[config.mk]
export PLATFORM = sky130hd
export DESIGN_NAME = sg_flow_ctrl
export DESIGN_NICKNAME = d
export VERILOG_FILES = /design/src/rtl/sg_pkg.sv /design/src/rtl/sg_link_fsm.sv /design/src/rtl/sg_flow_ctrl.sv
export SDC_FILE = /design/constraint.sdc
export NUM_CORES = 1
export LEC_CHECK = 0
export BUFFER_PORTS_ARGS = -buffer_cell sky130_fd_sc_hd__buf_2
export CORE_AREA = 5 5 42 44
export CTS_CLUSTER_SIZE = 14
export DETAILED_ROUTE_END_ITERATION = 8
export DIE_AREA = 0 0 47 49
export MAX_ROUTING_LAYER = met4
export PLACE_DENSITY = 0.5
export SYNTH_ARGS = -nofsm -noshare
export SYNTH_HDL_FRONTEND = slang
export SYNTH_HIERARCHICAL = 1
export SYNTH_SLANG_ARGS = --single-unit
[constraint.sdc]
create_clock -name clk -period 1.5 [get_ports clk]
set_clock_uncertainty 0.2 [all_clocks]
set_input_delay 0.15 -clock clk [delete_from_list [all_inputs] [get_ports clk]]
set_output_delay 0.15 -clock clk [all_outputs]
set_load 0.005 [all_outputs]
[src/rtl/sg_pkg.sv]
package sg_pkg;
   localparam int SG_STATE_W = 2;

   typedef enum logic [SG_STATE_W-1:0] {
      SG_STOP = 2'b00,
      SG_GO   = 2'b01,
      SG_SENT = 2'b10
   } sg_state_e;
endpackage

[src/rtl/sg_link_fsm.sv]
module sg_link_fsm
   import sg_pkg::*;
#(
   parameter bit REG_OUT = 1'b0
) (
   input  logic      clk,
   input  logic      rst_n,
   input  logic      almost_full_i,
   input  logic      flit_sent_i,
   output logic      go_o,
   output sg_state_e state_o
);
   sg_state_e state_q;
   sg_state_e state_d;

   // a recorded departure wins over the warning: the flit is never lost
   always_comb begin
      if (flit_sent_i)        state_d = SG_SENT;
      else if (almost_full_i) state_d = SG_STOP;
      else                    state_d = SG_GO;
   end

   always_ff @(posedge clk or negedge rst_n) begin
      if (!rst_n) state_q <= SG_GO;
      else        state_q <= state_d;
   end

   generate
      if (REG_OUT) begin : g_moore
         assign go_o = (state_q != SG_STOP);
      end else begin : g_mealy
         assign go_o = ~almost_full_i;
      end
   endgenerate

   assign state_o = state_q;
endmodule

[src/rtl/sg_flow_ctrl.sv]
module sg_flow_ctrl
   import sg_pkg::*;
#(
   parameter int NUM_LINKS = 5,
   parameter bit REG_OUT   = 1'b0
) (
   input  logic                            clk,
   input  logic                            rst_n,
   input  logic [NUM_LINKS-1:0]            almost_full_i,
   input  logic [NUM_LINKS-1:0]            flit_sent_i,
   output logic [NUM_LINKS-1:0]            go_o,
   output logic [SG_STATE_W*NUM_LINKS-1:0] state_o
);
   localparam int ST_BITS = SG_STATE_W * NUM_LINKS;

   generate
      if (NUM_LINKS < 1) begin : g_bad_links
         $error("sg_flow_ctrl: NUM_LINKS must be at least 1");
      end
      if (ST_BITS != $bits(state_o)) begin : g_bad_width
         $error("sg_flow_ctrl: state vector width mismatch");
      end
   endgenerate

   genvar gi;
   generate
      for (gi = 0; gi < NUM_LINKS; gi++) begin : g_link
         sg_state_e link_state;
         sg_link_fsm #(.REG_OUT(REG_OUT)) u_fsm (
            .clk           (clk),
            .rst_n         (rst_n),
            .almost_full_i (almost_full_i[gi]),
            .flit_sent_i   (flit_sent_i[gi]),
            .go_o          (go_o[gi]),
            .state_o       (link_state)
         );
         assign state_o[SG_STATE_W*gi +: SG_STATE_W] = link_state;
      end
   endgenerate
endmodule

* Word-level counts from Yosys, hierarchy flattened
Index checks and enable logic that the tools add are counted.
** Word-level totals
- Word-level logic and storage cells :: 20
- Output and inout port bits :: 15
- Bits in registers :: 10
- Input bits :: 12
** Cells by class
- Bitwise operators :: 5
- Mux-type cells :: 10
** Operators by type and width (number)
- 2-bit two-way mux :: 5
- 1-bit two-way mux :: 5
- 1-bit NOT :: 5

* Logic depth before layout (Yosys ltp)
- Word-level depth :: 2
- Mapped depth :: 1

* By module
The synthesis kept the hierarchy.
** Modules (own cells, without submodules)
- sg_link_fsm :: seq. area each 51.3 sq um, area each 58.8 sq um, cells an instance 4, times used 5

* Worst setup path after synthesis
Ideal clock, no wire load.
- Path kind :: register to output
- Start :: register g_link[0].u_fsm.state_q[0]
- End :: output port state_o[0]
- Path slack :: 0.649 ns
- Cell stages (with the launch flop) :: 1
- Arrival time :: 0.501 ns
- Data required time :: 1.150 ns
- Cell sequence :: dfstp_2
** RTL lines
- start, declared :: RTL line sg_link_fsm.sv:13 : sg_state_e state_q;
- start signal, assigned :: RTL line sg_link_fsm.sv:25 : else state_q <= state_d;
- end, declared :: RTL line sg_flow_ctrl.sv:12 : output logic [SG_STATE_W*NUM_LINKS-1:0] state_o
No word-level cell between the ends.

* Worst setup path in the final report
- Start :: input port almost_full_i[4]
- End :: register g_link[4].u_fsm.state_q[0]
** Between the ends
- Cells in the longest elaborated chain, start to end :: 2
** Ends and longest elaborated chain
- start, declared :: RTL line sg_flow_ctrl.sv:9 : input logic [NUM_LINKS-1:0] almost_full_i,
- 1-bit two-way mux :: RTL line sg_link_fsm.sv:19 : else if (almost_full_i) state_d = SG_STOP;
- 2-bit two-way mux :: RTL line sg_link_fsm.sv:18 : if (flit_sent_i) state_d = SG_SENT;
- via g_link[4].u_fsm.state_d[0] :: RTL line sg_link_fsm.sv:14 : sg_state_e state_d;
- end signal, assigned :: RTL line sg_link_fsm.sv:25
- end, declared :: RTL line sg_link_fsm.sv:13
The timed path passes the listed nets, and every way through them passes these cells.

==> impl_metrics.json <==
{
  "die_x_um": 47,
  "synth_cell_types": 4,
  "p_int_mw": 0.4371,
  "nets": 75,
  "cp-start-kind": "primary input",
  "coreArea_um2": 1401,
  "nFillCells": 143,
  "final_core_utilization_pct": 42.14,
  "cp-end-kind": "flop",
  "layout.cells.non_filler": 78,
  "drcViolationCount": 0,
  "period_share_pct": 96.61,
  "fp-row-count": 14,
  "crit_arrival_ns": 1.45,
  "p_comb_share_pct": 13.5,
  "cts_tree": "done",
  "yosysWarningCount": 6,
  "root_buffer": "clkbuf_4",
  "cts_max_level": 1,
  "fin_crit_ns": 1.449,
  "initial_core_util_pct": 20.98,
  "postPlaceCellArea_um2": 444.2,
  "fin_total_pwr_mw": 0.5481,
  "netSwitchingFraction_pct": 20.26,
  "dr_total_vias": 282,
  "place_inst": 62,
  "max_slew_margin_pct": 86.03,
  "ir_worst_vdd_v": 0.0003860,
  "max-clock-path-buffers": 2,
  "grt_pass1_vias": 267,
  "antenna_left": 0,
  "seqPwrFrac_pct": 53.2,
  "fin_ws_ns": 0.05084,
  "hold_ws_ns": 0.07200,
  "final_area_um2": 590.6,
  "routed_wl_um": 760,
  "synth_top_cell_area_share_pct": 44.68,
  "grt_first_pass_wirelength_mm": 1.007,
  "p_leak_nw": 0.3213,
  "via_per_inst": 3.615,
  "finalHoldViolations": 0,
  "tightestPinTransition_ns": 0.2096,
  "hp-class": "in2async",
  "fin_setup_tns_ns": 0,
  "num_io_pins": 27,
  "routedWlPerCell_um": 9.744,
  "pwr-share-clk_pct": 33.2,
  "ys_top_cells_by_area": "dfstp_2 45%, dfrtp_1 43%, inv_1 6.4%",
  "fmax_mhz": 690.1,
  "grt_max_degree": 11,
  "power_density_nw_per_um2": 928.2,
  "final_max_slew_viol_count": 0,
  "firstDrtPassIters": 1,
  "dieArea_um2": 2303,
  "synthFlopType": "dfstp_2",
  "yosys-top-cells-count": "5 x dfrtp_1, 5 x dfstp_2, 5 x inv_1, 5 x nor2_1",
  "overflow": 0,
  "synth_edf_count": 0,
  "outcome": "finished, final reports clean",
  "grt_use_total_pct": 6.501,
  "rsz0062_at_grt": "false",
  "async_reset_ff_share_pct": 100.0,
  "cap_viol_max_count": 0,
  "synth_fp_nets": 32,
  "area_growth_pct": 100.9,
  "antenna_found_initial": 0,
  "clkTransAtPathRegs_ns": 0.06,
  "ys_seq_elements": 10,
  "crit_fanout": 2,
  "cts_made_buffers": 3,
  "setup_viol": 0,
  "p_sw_mw": 0.1110,
  "cp.required_ns": 1.50,
  "drive_gt1_share_pct": 54.84,
  "cts_sinks": 10,
  "gp_congestion": 0.6288,
  "largest_reg_flops": 10,
  "die_h_um": 49,
  "synth_top_area_cell": "dfstp_2",
  "n_antenna_cell": 0,
  "pre_cts_ws_ns": 0.5543,
  "seq_area_frac_synth_pct": 87.23,
  "synth.avg_cell_area_um2": 14.70,
  "drtIter0Drc": 0,
  "cts_setup_buffers": 0,
  "portBuffers": 26,
  "path_class": "in2reg",
  "synthCells": 20,
  "synth.cell_area_um2": 294.0
}
## final timing paths
path                                  start                          to  slack (ns)  cells after the start
worst max-delay path       almost_full_i[4]  g_link[4].u_fsm/state_o[0]        0.05                      4
worst min-delay path                  rst_n  g_link[2].u_fsm/state_o[1]        0.07                      2
max in group asynchronous             rst_n  g_link[0].u_fsm/state_o[0]        0.77                      2
min in group clk           almost_full_i[3]                     go_o[3]        0.33                      3
## layer usage
layer  wire length [µm]  global-route usage (%)
met1                283                   5.923
met2                332                   9.955
met3                144                   3.690
met4                  0                   4.147
met5                  0                       -
## final cells by class
cell class	count	area [µm²]	share of cell area [%]
Timing Repair Buffer	38	250.2	42.37
Sequential cell	10	256.5	43.43
Multi-Input combinational cell	5	18.77	3.178
Tap cell	16	20.02	3.390
Inverter	5	18.77	3.178
Clock buffer	4	26.28	4.449
## power groups by stage
stage / sequential, mW / combinational (mW) / clock (mW)
floorplan: 0.299 / 0.00687 / 0
detailed placement: 0.297 / 0.0522 / 0
global placement: 0.295 / 0.0519 / 0
global route: 0.293 / 0.0827 / 0.206
CTS: 0.292 / 0.0761 / 0.196
finish: 0.292 / 0.0743 / 0.182
## cell families (layout without fill, tap and decap cells)
kind of cell,Yosys count,in the layout,share of synthesized area [%]
flip-flops,10,10,87.24
AND/OR/NAND/NOR,5,5,6.384
buffers and inverters,5,47,6.384
## critical path: stages
cell           delay (ns)
dlygate4sd3_1        0.53
buf_2                0.12
nor2_1               0.09
dlygate4sd3_1        0.56
## repair_timing
action | 4_1_cts | 5_1_grt
hold endpoints to repair | 20 | 0
gates resized for setup | 0 | 0
hold buffers | 12 | 0
setup endpoints to repair | 0 | 0
## cells in the final DEF (no fill, tap or decap)
cell type       n
buf_2          26
clkbuf_1        1
clkbuf_4        3
dfrtp_1         5
dfstp_2         5
dlygate4sd3_1  12
inv_1           5
nor2_1          5
(Power assumes the default switching activity.)
